**config.mk**
```make
export PLATFORM = sky130hd
export DESIGN_NAME = boot_link_sequencer
export DESIGN_NICKNAME = d
export VERILOG_FILES = /design/src/rtl/boot_seq_pkg.sv /design/src/rtl/bsq_half_timer.sv /design/src/rtl/bsq_frame_rom.sv /design/src/rtl/boot_link_sequencer.sv
export SDC_FILE = /design/constraint.sdc
export NUM_CORES = 1
export LEC_CHECK = 0
export ABC_AREA = 1
export CORE_MARGIN = 3
export CORE_UTILIZATION = 30
export CTS_CLUSTER_DIAMETER = 200
export DETAILED_ROUTE_END_ITERATION = 8
export DONT_BUFFER_PORTS = 1
export PLACE_DENSITY = 0.47
export SLEW_MARGIN = 20
export SYNTH_ARGS = -nofsm -noshare
export SYNTH_HDL_FRONTEND = slang
export SYNTH_SLANG_ARGS = --single-unit
export TNS_END_PERCENT = 100
```
**constraint.sdc**
```tcl
create_clock -name clk -period 6.4 [get_ports clk]
set_input_delay 0.64 -clock clk [delete_from_list [all_inputs] [get_ports clk]]
set_output_delay 0.64 -clock clk [all_outputs]
set_load 0.05 [all_outputs]
```
**src/rtl/boot_seq_pkg.sv**
```systemverilog
`timescale 1ns/1ps
package boot_seq_pkg;

  typedef enum logic [3:0] {
    PH_IDLE,
    PH_SETUP,
    PH_STBY_INIT,
    PH_FLUSH_LO,
    PH_FLUSH_HI,
    PH_FRAME,
    PH_STBY,
    PH_TAIL_HI,
    PH_HANDOVER,
    PH_TAIL_CLK
  } phase_e;

  localparam logic [1:0] SIDE_PRIMARY = 2'b01;
  localparam logic [1:0] SIDE_GOLDEN  = 2'b10;

  // frame slot order: 0..2 attention, 3 side, 4 go
  localparam logic [2:0] SLOT_LAST_ATTN = 3'd2;
  localparam logic [2:0] SLOT_SIDE      = 3'd3;
  localparam logic [2:0] SLOT_GO        = 3'd4;

endpackage

```
**src/rtl/bsq_half_timer.sv**
```systemverilog
`timescale 1ns/1ps
module bsq_half_timer #(
  parameter int unsigned HALF_CLKS = 4
) (
  input  logic clk,
  input  logic rst_n,
  input  logic run_i,
  output logic half_end_o,
  output logic hi_o
);

  localparam int unsigned W = (HALF_CLKS > 1) ? $clog2(HALF_CLKS) : 1;
  localparam logic [W-1:0] LAST = W'(HALF_CLKS - 1);

  logic [W-1:0] cnt_q, cnt_d;
  logic         hi_q, hi_d;
  logic         at_last;

  assign at_last = (cnt_q == LAST);

  always_comb begin
    cnt_d = cnt_q;
    hi_d  = hi_q;
    if (!run_i) begin
      cnt_d = '0;
      hi_d  = 1'b0;
    end else if (at_last) begin
      cnt_d = '0;
      hi_d  = ~hi_q;
    end else begin
      cnt_d = cnt_q + W'(1);
    end
  end

  always_ff @(posedge clk or negedge rst_n) begin
    if (!rst_n) begin
      cnt_q <= '0;
      hi_q  <= 1'b0;
    end else begin
      cnt_q <= cnt_d;
      hi_q  <= hi_d;
    end
  end

  assign half_end_o = run_i && at_last;
  assign hi_o       = hi_q;

endmodule

```
**src/rtl/bsq_frame_rom.sv**
```systemverilog
`timescale 1ns/1ps
module bsq_frame_rom #(
  parameter int unsigned FRAME_BITS = 72,
  parameter logic [FRAME_BITS-1:0] FRM_ATTN0 = '0,
  parameter logic [FRAME_BITS-1:0] FRM_ATTN1 = '0,
  parameter logic [FRAME_BITS-1:0] FRM_ATTN2 = '0,
  parameter logic [FRAME_BITS-1:0] FRM_PRI   = '0,
  parameter logic [FRAME_BITS-1:0] FRM_GLD   = '0,
  parameter logic [FRAME_BITS-1:0] FRM_GO    = '0,
  localparam int unsigned PW = $clog2(FRAME_BITS)
) (
  input  logic [2:0]    slot_i,
  input  logic          golden_i,
  input  logic [PW-1:0] pos_i,
  output logic          bit_o
);

  localparam logic [PW-1:0] TOP_POS = PW'(FRAME_BITS - 1);

  logic [FRAME_BITS-1:0] frm;

  always_comb begin
    unique case (slot_i)
      3'd0:    frm = FRM_ATTN0;
      3'd1:    frm = FRM_ATTN1;
      3'd2:    frm = FRM_ATTN2;
      3'd3:    frm = golden_i ? FRM_GLD : FRM_PRI;
      default: frm = FRM_GO;
    endcase
  end

  // position 0 is the first bit on the wire: the MSB
  assign bit_o = frm[TOP_POS - pos_i];

endmodule

```
**src/rtl/boot_link_sequencer.sv**
```systemverilog
`timescale 1ns/1ps
module boot_link_sequencer
  import boot_seq_pkg::*;
#(
  parameter int unsigned HALF_CLKS    = 4,
  parameter int unsigned STANDBY_CYC  = 5000,
  parameter int unsigned FLUSH_LO_CYC = 256,
  parameter int unsigned FLUSH_HI_CYC = 50,
  parameter int unsigned TAIL_HI_CYC  = 2,
  parameter int unsigned TAIL_CLK_CYC = 16,
  parameter int unsigned FRAME_BITS   = 72,
  parameter logic [FRAME_BITS-1:0] FRM_ATTN0 = 72'h0F_1E2D_3C4B_5A69_7887,
  parameter logic [FRAME_BITS-1:0] FRM_ATTN1 = 72'hC3_A55A_0FF0_3CC3_9669,
  parameter logic [FRAME_BITS-1:0] FRM_ATTN2 = 72'h81_7E18_E724_DB42_BD66,
  parameter logic [FRAME_BITS-1:0] FRM_PRI   = 72'h3A_C5F0_0F96_6912_EDB7,
  parameter logic [FRAME_BITS-1:0] FRM_GLD   = 72'h5C_A3E1_1E78_87B4_4B2D,
  parameter logic [FRAME_BITS-1:0] FRM_GO    = 72'hE4_1B72_8DC6_39A5_5A0F
) (
  input  logic       clk,
  input  logic       rst_n,
  input  logic       start_i,
  input  logic       debug_i,
  input  logic [1:0] side_i,
  output logic       sclk_o,
  output logic       sdata_o,
  output logic       link_en_o,
  output logic       route_sel_o,
  output logic       aux_en_o,
  output logic       busy_o,
  output logic       done_o,
  output logic       err_o
);

  localparam int unsigned L1 = (STANDBY_CYC > FRAME_BITS) ? STANDBY_CYC : FRAME_BITS;
  localparam int unsigned L2 = (L1 > FLUSH_LO_CYC) ? L1 : FLUSH_LO_CYC;
  localparam int unsigned L3 = (L2 > FLUSH_HI_CYC) ? L2 : FLUSH_HI_CYC;
  localparam int unsigned L4 = (L3 > TAIL_CLK_CYC) ? L3 : TAIL_CLK_CYC;
  localparam int unsigned MAX_LEN = (L4 > TAIL_HI_CYC) ? L4 : TAIL_HI_CYC;
  localparam int unsigned CNT_W = $clog2(MAX_LEN + 1);
  localparam int unsigned PW = $clog2(FRAME_BITS);

  phase_e           ph_q, ph_d;
  logic [CNT_W-1:0] cyc_q, cyc_d;
  logic [2:0]       slot_q, slot_d;
  logic [1:0]       side_q, side_d;
  logic             err_q, err_d;
  logic             dbg_q, dbg_d;
  logic             done_q, done_d;

  logic             half_end, hi, cycle_end, seg_last, side_ok, frame_bit;
  logic [CNT_W-1:0] seg_len;

  bsq_half_timer #(.HALF_CLKS(HALF_CLKS)) u_timer (
    .clk       (clk),
    .rst_n     (rst_n),
    .run_i     (ph_q != PH_IDLE),
    .half_end_o(half_end),
    .hi_o      (hi)
  );

  bsq_frame_rom #(
    .FRAME_BITS(FRAME_BITS),
    .FRM_ATTN0(FRM_ATTN0), .FRM_ATTN1(FRM_ATTN1), .FRM_ATTN2(FRM_ATTN2),
    .FRM_PRI(FRM_PRI), .FRM_GLD(FRM_GLD), .FRM_GO(FRM_GO)
  ) u_rom (
    .slot_i  (slot_q),
    .golden_i(side_q == SIDE_GOLDEN),
    .pos_i   (cyc_q[PW-1:0]),
    .bit_o   (frame_bit)
  );

  assign cycle_end = half_end && hi;
  assign side_ok   = (side_q == SIDE_PRIMARY) || (side_q == SIDE_GOLDEN);

  always_comb begin
    unique case (ph_q)
      PH_STBY_INIT, PH_STBY: seg_len = CNT_W'(STANDBY_CYC);
      PH_FLUSH_LO:           seg_len = CNT_W'(FLUSH_LO_CYC);
      PH_FLUSH_HI:           seg_len = CNT_W'(FLUSH_HI_CYC);
      PH_FRAME:              seg_len = CNT_W'(FRAME_BITS);
      PH_TAIL_HI:            seg_len = CNT_W'(TAIL_HI_CYC);
      PH_TAIL_CLK:           seg_len = CNT_W'(TAIL_CLK_CYC);
      default:               seg_len = CNT_W'(1);
    endcase
  end

  assign seg_last = cycle_end && (cyc_q == seg_len - CNT_W'(1));

  // next-state logic
  always_comb begin
    ph_d   = ph_q;
    cyc_d  = cyc_q;
    slot_d = slot_q;
    side_d = side_q;
    err_d  = err_q;
    dbg_d  = dbg_q;
    done_d = 1'b0;
    if (ph_q == PH_IDLE) begin
      if (start_i) begin
        err_d  = 1'b0;
        done_d = debug_i;
        dbg_d  = debug_i;
        if (!debug_i) begin
          side_d = side_i;
          ph_d   = PH_SETUP;
          cyc_d  = '0;
          slot_d = '0;
        end
      end
    end else if (seg_last) begin
      cyc_d = '0;
      unique case (ph_q)
        PH_SETUP:     ph_d = PH_STBY_INIT;
        PH_STBY_INIT: ph_d = PH_FLUSH_LO;
        PH_FLUSH_LO:  ph_d = PH_FLUSH_HI;
        PH_FLUSH_HI:  ph_d = PH_FRAME;
        PH_FRAME:     ph_d = (slot_q == SLOT_GO) ? PH_TAIL_HI : PH_STBY;
        PH_STBY: begin
          if (slot_q == SLOT_LAST_ATTN && !side_ok) begin
            ph_d   = PH_IDLE;
            err_d  = 1'b1;
            done_d = 1'b1;
          end else begin
            ph_d   = PH_FRAME;
            slot_d = slot_q + 3'd1;
          end
        end
        PH_TAIL_HI:   ph_d = PH_HANDOVER;
        PH_HANDOVER:  ph_d = PH_TAIL_CLK;
        default: begin
          ph_d   = PH_IDLE;
          done_d = 1'b1;
        end
      endcase
    end else if (cycle_end) begin
      cyc_d = cyc_q + CNT_W'(1);
    end
  end

  always_ff @(posedge clk or negedge rst_n) begin
    if (!rst_n) begin
      ph_q   <= PH_IDLE;
      cyc_q  <= '0;
      slot_q <= '0;
      side_q <= '0;
      err_q  <= 1'b0;
      dbg_q  <= 1'b0;
      done_q <= 1'b0;
    end else begin
      ph_q   <= ph_d;
      cyc_q  <= cyc_d;
      slot_q <= slot_d;
      side_q <= side_d;
      err_q  <= err_d;
      dbg_q  <= dbg_d;
      done_q <= done_d;
    end
  end

  // line decode
  always_comb begin
    sclk_o      = 1'b0;
    sdata_o     = 1'b0;
    link_en_o   = dbg_q;
    route_sel_o = 1'b0;
    aux_en_o    = 1'b0;
    if (ph_q != PH_IDLE) begin
      sclk_o      = hi;
      sdata_o     = 1'b1;
      link_en_o   = 1'b1;
      route_sel_o = 1'b1;
      aux_en_o    = 1'b1;
      unique case (ph_q)
        PH_SETUP: begin
          sclk_o  = 1'b1;
          sdata_o = 1'b0;
        end
        PH_FLUSH_LO: sdata_o = 1'b0;
        PH_FRAME:    sdata_o = frame_bit;
        PH_HANDOVER: begin
          sclk_o    = 1'b0;
          link_en_o = 1'b0;
        end
        PH_TAIL_CLK: link_en_o = 1'b0;
        default: ;
      endcase
    end
  end

  assign busy_o = (ph_q != PH_IDLE);
  assign done_o = done_q;
  assign err_o  = err_q;

  AST_RISE_DATA_HELD: assert property (@(posedge clk) disable iff (!rst_n)
    (busy_o && $rose(sclk_o)) |-> $stable(sdata_o));
  AST_ERR_QUIET: assert property (@(posedge clk) disable iff (!rst_n)
    err_o |-> (!busy_o && !sclk_o && !sdata_o && !aux_en_o));
  AST_IDLE_LINES_LOW: assert property (@(posedge clk) disable iff (!rst_n)
    !busy_o |-> (!sclk_o && !sdata_o && !route_sel_o && !aux_en_o));
  AST_DONE_ON_FALL: assert property (@(posedge clk) disable iff (!rst_n)
    $fell(busy_o) |-> done_o);
  AST_DONE_NOT_BUSY: assert property (@(posedge clk) disable iff (!rst_n)
    done_o |-> !busy_o);
  AST_SIDE_HELD: assert property (@(posedge clk) disable iff (!rst_n)
    (busy_o && $past(busy_o)) |-> $stable(side_q));

endmodule

```
* Word-level counts from Yosys, hierarchy flattened
Index checks and enable logic that the tools add are counted.
** Operators by class
- Add/sub/neg operators :: 5
- $mul :: 0
- Div/mod/pow operators :: 0
- $lt $le $gt $ge :: 1
- Equal/unequal tests :: 21
- Shift operators :: 0
- Muxes and demuxes :: 44
- Bitwise logic cells :: 2
- Reductions and logical operators :: 23
** Operators with widths (count)
- one-hot mux 72 bit (4 select lines) :: 1
- one-hot mux 13 bit (6 select lines) :: 1
- 2-to-1 mux 71 bit :: 1
- 2-to-1 mux 13 bit :: 5
- one-hot mux 4 bit (8 select lines) :: 1
- 2-to-1 mux 3 bit :: 7
- 2-to-1 mux 1 bit :: 18
- equality test 4 x 3 -> 1 bit (second input constant) :: 4
- 2-to-1 mux 4 bit :: 4
- adder 13 x 1 -> 13 bit (second input constant) :: 1
- equality test 13 bit :: 1
- subtractor 13 x 1 -> 13 bit (second input constant) :: 1
- AND reduction 3 bit :: 3
- equality test 4 x 2 -> 1 bit (second input constant) :: 2
- equality test 4 bit (second input constant) :: 2
- less-than comparator 7 x 8 -> 1 bit (second input constant) :: 1
- inequality test 2 bit (second input constant) :: 4
- binary-select mux 1 bit (select 7 bit) :: 1
- OR reduction 7 bit :: 1
- subtractor 7 bit (first input constant) :: 1
- equality test 3 x 2 -> 1 bit (second input constant) :: 2
- one-hot mux 1 bit (2 select lines) :: 3
- nonzero test 2 bit :: 3
- OR reduction 2 bit :: 3
- other kinds (19) :: 25
** Storage, ports and cells
- Bits in registers :: 28
- Latch bits :: 0
- RAM bits :: 0
- ROM bits :: 0
- Input port bits :: 6
- Output and inout bits :: 8
- Word-level logic and storage cells :: 105
- Memories :: 0

* Logic depth before layout (Yosys ltp)
Gate-level depths: netlist of the first run.
- Depth in word-level cells :: 8
- Gate-level depth with buffers :: 18
- Gate-level depth less buffers :: 17

* Hierarchy
Synthesis of the first run repeated with hierarchy kept, for this count alone.
** Unflattened totals
- Cell total of the unflattened synthesis :: 494
- Area, all modules :: 2904.0 µm²
** By module, submodules not included
- boot_link_sequencer :: instances 1, cells an instance 276, area each 1864.3 µm², seq. area each 625.6 µm²
- bsq_frame_rom :: instances 1, cells an instance 203, area each 908.4 µm², seq. area each 0.0 µm²
- bsq_half_timer :: instances 1, cells an instance 15, area each 131.4 µm², seq. area each 75.1 µm²

* Least setup slack after synthesis of the first run
No wires, ideal clock.
- Kind :: register to output
- Start :: reg slot_q[2]
- End :: out sdata_o
- Arrival time :: 2602 ps
- Data required time :: 5760 ps
- Setup slack :: 3158 ps
- Cell stages (with the launch flop) :: 17
- Buffers on the path :: 2
- Cell sequence :: dfrtp_1 inv_1 buf_2 ha_1 buf_2 nand2_1 nand2_1 nand2_1 a21oi_1 nand2_1 nand2_1 nand2_1 nand3_1 nand3_1 nand3_1 nand2_1 a21oi_1
** Between the ends
- Word-level cells in the longest chain between the ends :: 6
- Elaborated cells on any way between the ends :: 9
- Classes of those cells :: eq/ne (3); mux (5); reduce/logical (1)
** Ends and longest elaborated chain
- start: declaration :: line boot_link_sequencer.sv:44 : logic [2:0] slot_q, slot_d;
- start signal: assignment :: line boot_link_sequencer.sv:152 : slot_q <= slot_d;
- equality test 3 x 2 -> 1 bit, or another cell as far along :: line bsq_frame_rom.sv:23 : unique case (slot_i)
- one-hot mux 72 bit (4 select lines) * :: line bsq_frame_rom.sv:23
- binary-select mux 1 bit (select 7 bit) * :: line bsq_frame_rom.sv:33 : assign bit_o = frm[TOP_POS - pos_i];
- 2-to-1 mux 1 bit (not written as such) * :: line bsq_frame_rom.sv:33
- one-hot mux 1 bit (2 select lines) * :: line boot_link_sequencer.sv:173 : unique case (ph_q)
- 2-to-1 mux 1 bit * :: line boot_link_sequencer.sv:167 : if (ph_q != PH_IDLE) begin
- end: declaration :: line boot_link_sequencer.sv:25 : output logic sdata_o,
Mark *: on every way between the ends. The rest lies on a longest branch, timed or not. The select of a mux whose other input is x is not followed.

* Worst setup path after layout of the first run
Ends and elaborated chain as after synthesis.

==> qor.txt, run 1 <==
==================================================================================================
Sum of overflow across all layers after global routing ..............................            0
Highest achievable clock rate .......................................................      236 MHz
# port buffers ......................................................................            0
Residual DRC ........................................................................            0
Max Fanout on Critical Path .........................................................           17
Leakage power total .................................................................      1.48 nW
Switching power as a share of total power ...........................................        60.5%
Post-synthesis to final-layout area growth ..........................................        4.54%
Setup slack of the most critical reg-to-reg path ....................................      3.56 ns
Synthesis warning total .............................................................            0
Proportion of layout cells with a drive suffix above 1 ..............................        7.10%
Vias in the first global route ......................................................         2909
Clock tree from TritonCTS ...........................................................         done
Sequential-to-total area share from yosys stat ......................................        24.5%
Data arrival time of the critical path ..............................................      3.59 ns
Antenna diode count .................................................................            0
Die Wd ..............................................................................       104 um
Status .............................................................................. complete, no violations
Seq pwr share .......................................................................        19.8%
Met1 layer wirelength in the final routing ..........................................      3.66 mm
Routed wirelength normalized by instance count ......................................      14.4 um
Number of distinct standard cells referenced by the synthesized netlist .............           36
Post-place instance area ............................................................ 0.00294 sq mm
End-of-flow core utilization ........................................................        32.4%
Post-synthesis register bit count ...................................................           28
Final weighted congestion in routability-driven placement ...........................        0.918
Pint ................................................................................     0.586 mW
Netlist area before placement ....................................................... 0.00286 sq mm
Type of origin of the critical path .................................................     register
Worst setup EP type ................................................................. primary output
Clk Latency, worst-skew pair ........................................................      0.28 ns
Area inside the core boundary ....................................................... 0.00924 sq mm
Clock Sink Count ....................................................................           28
Cell with the most instances on the worst path ......................................      nand2_1
Uppermost routed layer ..............................................................         met4
Power density normalized to cell area ...............................................  496 mW/mm^2
Cts bufs inserted ...................................................................            3
Length of routed met2 wiring ........................................................      3.81 mm
Final non-filler cell total .........................................................          580
Clock transition time at the flip-flop clock pins of the worst setup and hold paths .      0.11 ns
First-pass GRT wire length ..........................................................      14.2 mm
Final std cell area, no fill ........................................................ 0.00299 sq mm
First-pass iteration count of the detailed router ...................................            5
Iteration-0 DRC count of the detailed router ........................................          289
Class of the worst hold path ........................................................ input pin to asynchronous set/reset pin
Nets in the synthesized netlist .....................................................          481
Slew margin rel. ....................................................................        26.3%
Cell total after placement ..........................................................          576
Post-detail-place hpwl ..............................................................      6.31 mm
Number of vias per cell .............................................................         5.08
Data required time at the worst endpoint ............................................      5.76 ns
Proportion of power drawn by combinational gates ....................................        72.6%
Final Setup Violations ..............................................................            0
Psw .................................................................................     0.899 mW
Slowest stage cell, crit path .......................................................      a21oi_1
Initial core utilization ............................................................        31.0%
Count of filler cells inserted in the layout ........................................         1006
Number of nets with antenna violations after routing ................................            0
Largest net degree at the start of global routing ...................................           29
Fin crit period .....................................................................      4.23 ns
Number of placement rows ............................................................           35
Mapped Avg Cell Area ................................................................   6.17 sq um
Number of buffers inserted to repair setup after CTS ................................            0
Number of violations of the max-capacitance limit ...................................            0
Layout net count ....................................................................          469
Type of the worst setup path ........................................................ register to primary output
Sum of routed wire length over all layers ...........................................      8.38 mm
Cell count after synthesis ..........................................................          464
Combined flip-flop and latch cell area ..............................................    701 sq um
Peak supply drop ....................................................................     0.311 mV
Count of H-tree levels built during CTS .............................................            1
Longest individual stage delay on the worst path ....................................      0.85 ns
RSZ-0062 raised after global routing ................................................           no
Top-level I/O count .................................................................           14
Final cycle utilization of the critical path ........................................        66.2%
Post-route setup TNS ................................................................         0 ns
CTS root buf ........................................................................     clkbuf_8
Number of antenna violations at the first check in global routing ...................            0
Routed wire length on met3 ..........................................................       609 um
Transition time at the pin with the least slew margin ...............................      1.11 ns
Count of hold-fix buffers inserted at cts ...........................................            0
Total Power .........................................................................      1.48 mW
Number of vias in the routed layout .................................................         2947
Multi-input gate area in the final layout ........................................... 0.00186 sq mm
Worst Clk Skew ......................................................................    0.0123 ns
Clk pwr share .......................................................................         7.7%
Reg2reg path depth ..................................................................            9
Post-cts gate resize count ..........................................................            0
Die height ..........................................................................       104 um
Final number of max-transition violations ...........................................            0
Full die area ....................................................................... 0.0108 sq mm
GR Util All Layers ..................................................................        15.7%
Final Hold Viols ....................................................................            0
Maximum buffer depth of the clock tree ..............................................            2
Ordered cell list for the critical path ............................................. inv_1 -> ha_1 -> nand2_1 -> nand2_1 -> nand2_1 -> nand2_1 -> nand2_1 -> nand2_1 -> nand3_1 -> nand3_1 -> nand3_1 -> nand3_1 -> nand2_1 -> a21oi_1
==================================================================================================
## cell type report
cell class / count / area share, %
clock buffers: 4 / 1.84
inverters: 57 / 7.15
well taps: 129 / 5.39
multi-input cells: 362 / 62.2
flip-flops and latches: 28 / 23.4
## worst max-delay path: cells and delay by family, from the launching register on
| kind | cells | cell delay, ns |
|---|---|---|
| and+or+nand+nor | 11 | 1.16 |
| adders and majority gates | 1 | 0.40 |
| buffers and inverters | 1 | 0.40 |
| DFF | 1 | 0.52 |
| AOI/OAI and AO/OA | 1 | 0.85 |
## state kept, by name, indices dropped and copies added, names as in the netlist
signal         flops
cyc_q             13
ph_q               4
u_timer.cnt_q      2
side_q             2
slot_q             3
done_o             1
dbg_q              1
u_timer.hi_o       1
err_o              1
## power groups by stage
stage / registers, mW / clock network [mW] / logic, mW
final: 0.293 / 0.114 / 1.08
after global routing: 0.303 / 0.125 / 1.22
after CTS: 0.293 / 0.121 / 1.06
after detailed placement: 0.296 / 0 / 1.06
after global placement: 0.297 / 0 / 1.08
after floorplan: 0.249 / 0 / 0.891
## through the flow
| step | setup WS [ns] | hold slack (ns) |
|---|---|---|
| 4_1_cts | 2.21 | 0.0279 |
| 3_5_place_dp | 2.54 | 0.345 |
| 3_3_place_gp | 2.54 | 0.345 |
| 6_report | 2.17 | 0.0338 |
| 2_1_floorplan | 3.16 | 0.344 |
| 5_1_grt | 1.81 | 0.0202 |
## synth_stat cells
| cell type | n | share of area, % |
|---|---|---|
| a21oi_1 | 20 | 3.5 |
| a311oi_1 | 1 | 0.31 |
| a41oi_1 | 1 | 0.31 |
| and2_1 | 1 | 0.22 |
| buf_2 | 6 | 1.0 |
| buf_4 | 3 | 0.79 |
| buf_6 | 1 | 0.39 |
| clkbuf_1 | 7 | 0.92 |
| clkinv_1 | 1 | 0.13 |
| dfrtp_1 | 28 | 24 |
| ha_1 | 11 | 4.8 |
| inv_1 | 55 | 7.2 |
| inv_2 | 1 | 0.13 |
| nand2_1 | 126 | 17 |
| nand2_2 | 6 | 1.3 |
| nand2_4 | 3 | 1.2 |
| nand2_8 | 1 | 0.70 |
| nand3_1 | 64 | 11 |
| nand3_2 | 4 | 1.4 |
| nand3b_1 | 2 | 0.52 |
| nand4_1 | 5 | 1.1 |
| nor2_1 | 47 | 6.2 |
| nor2_2 | 8 | 1.7 |
| nor3_1 | 6 | 1.0 |
| nor3_2 | 1 | 0.35 |
| nor4_1 | 1 | 0.22 |
| o211ai_1 | 2 | 0.52 |
| o21a_1 | 1 | 0.26 |
| o21ai_0 | 22 | 3.8 |
| o21ai_2 | 2 | 0.61 |
| o22ai_1 | 11 | 2.4 |
| o31ai_1 | 1 | 0.26 |
| or2_2 | 1 | 0.22 |
| or4_1 | 1 | 0.26 |
| xnor2_1 | 1 | 0.31 |
| xor2_1 | 12 | 3.7 |
## final timing paths
check	start	end
worst max-delay path	slot_q[2]	sdata_o
worst min-delay path	rst_n	cyc_q[9]
worst max register to register	ph_q[0]	cyc_q[12]
worst min register to register	u_timer.cnt_q[0]	u_timer.cnt_q[0]
max in group asynchronous	rst_n	ph_q[0]
min in group clk	u_timer.cnt_q[0]	u_timer.cnt_q[0]
## per-layer routing
| metal | vias to the layer above | track usage (%) |
|---|---|---|
| met2 | 129 | 26.2 |
| met3 | 28 | 2.43 |
| li1 | 1480 | - |
| met1 | 1310 | 20.3 |
| met5 | - | 0 |
| met4 | 0 | 6.65 |
## cells by family after synthesis
group	synth area share [%]
adders and majority gates	4.81
DFF	24.5
xor gates and xnor gates	3.98
AOI/OAI and AO/OA	12.0
and+or+nand+nor	44.1
buffers and inverters	10.6
## cell usage in the layout, fill, tap and decap left out, types with 5 or more instances in the layout
master	instances
dfrtp_1	28
xor2_1	12
ha_1	11
a21oi_1	19
nor3_1	6
nand4_1	5
nand3_1	64
nand2_2	6
inv_1	55
nor2_2	8
o21ai_0	21
nand2_1	126
o22ai_1	11
nor2_1	47
No activity file was read; power rests on OpenSTA's default activity.
==> run 2, diff against run 1 <==
Clock period 6.4 ns to 4.4 ns, I/O delays scaled along.
==> qor.txt, run 2 (same netlist as run 1, synthesis figures left out) <==
==================================================================================================
Sum of overflow across all layers after global routing ..............................            0
Top-level I/O count .................................................................           14
Clock Sink Count ....................................................................           28
Final non-filler cell total .........................................................          586
Maximum buffer depth of the clock tree ..............................................            2
Post-cts gate resize count ..........................................................            0
Slew margin rel. ....................................................................        34.4%
Clock tree from TritonCTS ...........................................................         done
Worst Clk Skew ......................................................................   0.00395 ns
Worst Hold Slack ....................................................................     0.271 ns
Number of vias per cell .............................................................         5.15
Full die area ....................................................................... 0.0108 sq mm
Class of the worst hold path ........................................................ input pin to register
Proportion of layout cells with a drive suffix above 1 ..............................        7.88%
Antenna diode count .................................................................            0
Routed wirelength normalized by instance count ......................................      14.2 um
Commonest cells after routing, fill and taps aside .................................. nand2_1, nand3_1, inv_1
Type of the worst setup path ........................................................ register to primary output
Final cycle utilization of the critical path ........................................        81.6%
Layout net count ....................................................................          475
RSZ-0062 raised after global routing ................................................           no
Post-route setup TNS ................................................................         0 ns
Die Wd ..............................................................................       104 um
Most common cell after layout, fill and taps aside ..................................      nand2_1
First-pass GRT wire length ..........................................................      13.9 mm
End-of-flow core utilization ........................................................        33.0%
Transition time at the pin with the least slew margin ...............................     0.977 ns
Clock transition time at the flip-flop clock pins of the worst setup and hold paths .      0.10 ns
Post-detail-place hpwl ..............................................................      6.27 mm
Vias in the first global route ......................................................         2960
Count of H-tree levels built during CTS .............................................            1
Type of origin of the critical path .................................................     register
Initial core utilization ............................................................        31.0%
Peak supply drop ....................................................................     0.639 mV
Number of antenna violations at the first check in global routing ...................            0
Final Hold Viols ....................................................................            0
Power density normalized to cell area ...............................................  712 mW/mm^2
Highest achievable clock rate .......................................................      279 MHz
Final Setup Violations ..............................................................            0
Die height ..........................................................................       104 um
Leakage power total .................................................................      1.52 nW
Status .............................................................................. complete, no violations
Register with the most flip-flops ...................................................        cyc_q
Biggest regs ........................................................................ cyc_q: 13 flops, ph_q: 4 flops, slot_q: 3 flops
Data required time at the worst endpoint ............................................      3.96 ns
Residual DRC ........................................................................            0
Total Power .........................................................................      2.17 mW
Max Fanout on Critical Path .........................................................           17
Number of vias in the routed layout .................................................         3020
Fin crit period .....................................................................      3.59 ns
First-pass iteration count of the detailed router ...................................            5
Number of placement rows ............................................................           35
Final number of max-transition violations ...........................................            0
Data arrival time of the critical path ..............................................      3.15 ns
Sum of routed wire length over all layers ...........................................      8.31 mm
Worst setup EP type ................................................................. primary output
GR Util All Layers ..................................................................        15.6%
# port buffers ......................................................................            0
Cell total after placement ..........................................................          580
Number of nets with antenna violations after routing ................................            0
Count of filler cells inserted in the layout ........................................         1007
Number of violations of the max-capacitance limit ...................................            0
Clk Latency, worst-skew pair ........................................................      0.28 ns
Flip-flop count of the largest register, all copies and words added .................           13
Iteration-0 DRC count of the detailed router ........................................          173
CTS root buf ........................................................................     clkbuf_8
Area inside the core boundary ....................................................... 0.00924 sq mm
Cts bufs inserted ...................................................................            3
Final weighted congestion in routability-driven placement ...........................        0.888
Post-synthesis to final-layout area growth ..........................................        6.51%
Largest net degree at the start of global routing ...................................           29
==================================================================================================
## run 2: changes by cell type in the layout (fill, tap and decap cells not counted), sizes merged
cell / change
buf: +5
dlygate4sd3: +1
## run 2: final cells by class
| cell class | count | area, sq um | area share (%) |
|---|---|---|---|
| repair buffers | 6 | 60.1 | 1.97 |
| inverters | 57 | 214 | 7.01 |
| flip-flops and latches | 28 | 701 | 23.0 |
| clock buffers | 4 | 55.1 | 1.80 |
| well taps | 129 | 161 | 5.29 |
| multi-input cells | 362 | 1860 | 61.0 |
## run 2: per-stage QoR
stage	setup slack [ns]	area [sq um]
floorplan	1.36	2860
global placement	1.21	2970
detailed placement	1.18	2970
CTS	0.847	3050
global route	0.425	3050
finish	0.811	3050
## run 2: power by group
group | internal [mW] | switching [mW]
registers | 0.316 | 0.0883
clock network | 0.0804 | 0.0860
logic | 0.481 | 1.12
total | 0.878 | 1.30
## run 2: final timing paths
kind | from | end | slack, ns | cells after the start
min in group asynchronous | rst_n | cyc_q[10] | 0.59 | 2
hold / removal | side_i[1] | side_q[1] | 0.27 | 2
hold reg to reg | u_timer.cnt_q[0] | u_timer.cnt_q[0] | 0.43 | 1
setup / recovery | slot_q[2] | sdata_o | 0.81 | 15
setup reg to reg | ph_q[0] | cyc_q[12] | 1.78 | 15
max in group asynchronous | rst_n | cyc_q[1] | 3.64 | 2
## run 2: what timing repair did
action / CTS / global route
hold buffers: 2 / 0
setup endpoints to repair: 0 / 0
endpoints found under the hold margin: 28 / 0
buffers inserted: 0 / 0
## run 2: per-layer routing
| layer | global-route usage [%] | wire (um) | up-vias |
|---|---|---|---|
| li1 | - | - | 1493 |
| met1 | 20.2 | 3690 | 1365 |
| met2 | 25.0 | 3730 | 125 |
| met3 | 1.74 | 491 | 37 |
| met4 | 9.12 | 390 | 0 |
| met5 | 0 | 0 | - |
## run 2: worst max-delay path, stage by stage, from the launching register on
cell and delay (ns):
dfrtp_1 0.52, inv_1 0.39, ha_1 0.39, nand2_1 0.25, nand2_1 0.12, nand2_1 0.11
a21oi_1 0.19, nand2_1 0.08, nand2_1 0.07, nand2_1 0.05, nand3_1 0.07, nand3_1 0.08
nand3_1 0.07, nand2_1 0.07, a21oi_1 0.17, buf_4 0.23
==> run 3, diff against run 2 <==
Settings changed: ABC_AREA 1 to 0.
Clock period 4.4 ns to 3.61 ns, I/O delays scaled along.
==> qor.txt, run 3 <==
==================================================================================================
Status .............................................................................. complete, no violations
Max Fanout on Critical Path .........................................................           28
Number of distinct standard cells referenced by the synthesized netlist .............           76
Worst Clk Skew ......................................................................   0.00567 ns
Initial core utilization ............................................................        31.0%
Total Power .........................................................................      1.25 mW
Number of vias per cell .............................................................         5.89
Clock transition time at the flip-flop clock pins of the worst setup and hold paths .      0.10 ns
Number of placement rows ............................................................           37
CTS root buf ........................................................................     clkbuf_8
Proportion of power drawn by combinational gates ....................................        53.6%
Data required time at the worst endpoint ............................................      3.77 ns
Sequential-to-total area share from yosys stat ......................................        21.9%
Flip-flop count of the largest register, all copies and words added .................           13
Power density normalized to cell area ...............................................  366 mW/mm^2
Clock Sink Count ....................................................................           28
Die Wd ..............................................................................       109 um
Clk Latency, worst-skew pair ........................................................      0.28 ns
Psw .................................................................................     0.574 mW
Number of buffers inserted to repair setup after CTS ................................            0
# port buffers ......................................................................            0
Die height ..........................................................................       109 um
Worst slack after detailed placement ................................................     0.190 ns
Class of the worst hold path ........................................................ input pin to register
Cts bufs inserted ...................................................................            3
Commonest cells after routing, fill and taps aside .................................. nand2_1, nor2_1, o21ai_0
Sum of overflow across all layers after global routing ..............................            0
Full die area ....................................................................... 0.0119 sq mm
Worst setup EP type .................................................................     register
Post-route setup TNS ................................................................         0 ns
Most common cell after layout, fill and taps aside ..................................      nand2_1
Final number of max-transition violations ...........................................            0
Switching power as a share of total power ...........................................        46.0%
Endpoint with the worst hold slack ..................................................    side_q[1]
Number of antenna violations at the first check in global routing ...................            0
Slowest stage cell, crit path .......................................................      dfrtp_1
Reg2reg path depth ..................................................................           13
Area leader, netlist ................................................................      dfrtp_1
Transition time at the pin with the least slew margin ...............................     0.943 ns
Antenna diode count .................................................................            0
Sum of routed wire length over all layers ...........................................      9.94 mm
Netlist area before placement ....................................................... 0.00320 sq mm
Biggest regs ........................................................................ cyc_q: 13 flops, ph_q: 4 flops, slot_q: 3 flops
Setup slack of the most critical reg-to-reg path ....................................      0.23 ns
Type of the worst setup path ........................................................ register to register
Slew margin rel. ....................................................................        36.7%
Mapped Avg Cell Area ................................................................   7.20 sq um
Cell with the most instances on the worst path ......................................        buf_4
Residual DRC ........................................................................            0
Post-synth EDFFs ....................................................................            0
Register with the most flip-flops ...................................................        cyc_q
Post-detail-place hpwl ..............................................................      6.98 mm
Ordered cell list for the critical path ............................................. buf_4 -> nand2b_1 -> nor2_1 -> or3_1 -> ha_2 -> and4bb_2 -> o21ai_0 -> and4b_1 -> o2111ai_1 -> a2111o_1 -> buf_4 -> a222oi_1 -> nand2_1
Final Hold Viols ....................................................................            0
Number of violations of the max-capacitance limit ...................................            0
Proportion of register bits with asynchronous set or reset after synthesis ..........         100%
Dominant cell by count in the synthesized netlist ...................................      nand2_1
Proportion of layout cells with a drive suffix above 1 ..............................        11.5%
Worst Min Path Start ................................................................    side_i[1]
Highest achievable clock rate .......................................................      296 MHz
Layout net count ....................................................................          445
Number of vias in the routed layout .................................................         3316
Flip-flop cell with the highest count after synthesis ...............................      dfrtp_1
Count of H-tree levels built during CTS .............................................            1
Post-synthesis register bit count ...................................................           28
Top-level I/O count .................................................................           14
Ranking of synthesized cells by instance count ...................................... nand2_1, nor2_1, o21ai_0
First element of the critical path ..................................................      ph_q[0]
Fin crit period .....................................................................      3.38 ns
Worst Hold Slack ....................................................................     0.228 ns
Count of filler cells inserted in the layout ........................................         1104
Final cycle utilization of the critical path ........................................        93.6%
Pint ................................................................................     0.675 mW
Area inside the core boundary ....................................................... 0.0103 sq mm
GR Util All Layers ..................................................................        17.1%
Cell count after synthesis ..........................................................          444
Routed wirelength normalized by instance count ......................................      17.7 um
Number of nets with antenna violations after routing ................................            0
Final weighted congestion in routability-driven placement ...........................        0.960
Synthesis warning total .............................................................            0
Largest net degree at the start of global routing ...................................           29
Hold Path Stages ....................................................................            1
Final Setup Violations ..............................................................            0
Iteration-0 DRC count of the detailed router ........................................          386
First-pass iteration count of the detailed router ...................................            5
Clk pwr share .......................................................................        15.8%
Ranking of synthesized cells by area ................................................ dfrtp_1, o21ai_0, a21oi_1, nand2_1, ha_1
Worst path setup slack after routing ................................................     0.233 ns
Nets in the synthesized netlist .....................................................          461
Post-synthesis to final-layout area growth ..........................................        6.73%
Reg-to-reg endpoint .................................................................    slot_q[0]
Maximum buffer depth of the clock tree ..............................................            2
RSZ-0062 raised after global routing ................................................           no
Longest individual stage delay on the worst path ....................................      0.42 ns
First-pass GRT wire length ..........................................................      16.5 mm
Peak supply drop ....................................................................     0.288 mV
Vias in the first global route ......................................................         3221
Worst R2R Start .....................................................................      ph_q[0]
Data arrival time of the critical path ..............................................      3.54 ns
Type of origin of the critical path .................................................     register
Clock tree from TritonCTS ...........................................................         done
Leakage power total .................................................................      1.28 nW
Post-synth top area share ...........................................................        21.9%
Seq pwr share .......................................................................        30.6%
==================================================================================================
-- run 3: cell count changes after synthesis, sizes merged, moves of 11 or more --
cell / change
a31oi: +14
a21oi: +12
nand3: -45
clkbuf: +27
o21ai: +17
nor2: -19
nand2: -94
inv: -42
nand2b: +11
-- run 3: worst max-delay path by stage --
stage / to / slack, ns
after floorplan: cyc_q[3] / 0.34
after global placement: slot_q[0] / 0.26
after detailed placement: slot_q[0] / 0.19
after CTS: slot_q[0] / 0.17
after global routing: slot_q[0] / 0.02
final: slot_q[0] / 0.23
-- run 3: cells by family after synthesis --
kind of cell,count (synthesis),share of synthesized area [%]
DFF,28,21.9
adders and majority gates,11,4.31
and+or+nand+nor,181,29.6
AOI/OAI and AO/OA,145,30.0
muxes,7,2.27
buffers and inverters,62,9.12
xor gates and xnor gates,10,2.74
-- run 3: cell type report --
class | count | area [sq um] | area share (%)
clock buffer | 4 | 55.1 | 1.61
inverter | 14 | 55.1 | 1.61
multi-input combinational | 354 | 2210 | 64.7
sequential | 28 | 701 | 20.5
tap | 136 | 170 | 4.99
timing repair buffer | 27 | 221 | 6.49
-- run 3: through the flow --
step | utilization, % | cells | cell area, sq um
2_1_floorplan | - | 444 | 3200
3_3_place_gp | 32.1 | 557 | 3320
3_5_place_dp | 32.1 | 557 | 3320
4_1_cts | 33.0 | 563 | 3400
5_1_grt | 33.0 | 563 | 3410
6_report | 33.0 | 563 | 3410
-- run 3: timing repair --
action / 4_1_cts / 5_1_grt
gates resized for setup: 0 / 3
hold endpoints to repair: 28 / 0
hold buffers: 2 / 0
endpoints found under the setup margin: 0 / 4
-- run 3: critical path: cells and delay by family, from the launching register on --
kind,cells,cell delay [ns]
buffers and inverters,2,0.42
AND/OR/NAND/NOR,6,1.11
adder cells (fa/ha/maj),1,0.27
flip-flops,1,0.42
AO/OA/AOI/OAI,4,1.04
-- run 3: power groups by stage --
stage	Sequential (mW)	Combinational (mW)	Clock, mW
final	0.383	0.669	0.197
after global placement	0.386	0.657	0
after CTS	0.381	0.662	0.203
after floorplan	0.379	0.509	0
after detailed placement	0.388	0.648	0
after global routing	0.386	0.733	0.218
-- run 3: per-layer routing --
metal | vias up | GRT usage (%) | part of all wire, %
li1 | 1589 | - | -
met4 | 0 | 5.52 | 1.8
met1 | 1590 | 24.5 | 47
met5 | - | 0 | 0
met3 | 16 | 1.36 | 5.0
met2 | 121 | 27.3 | 46
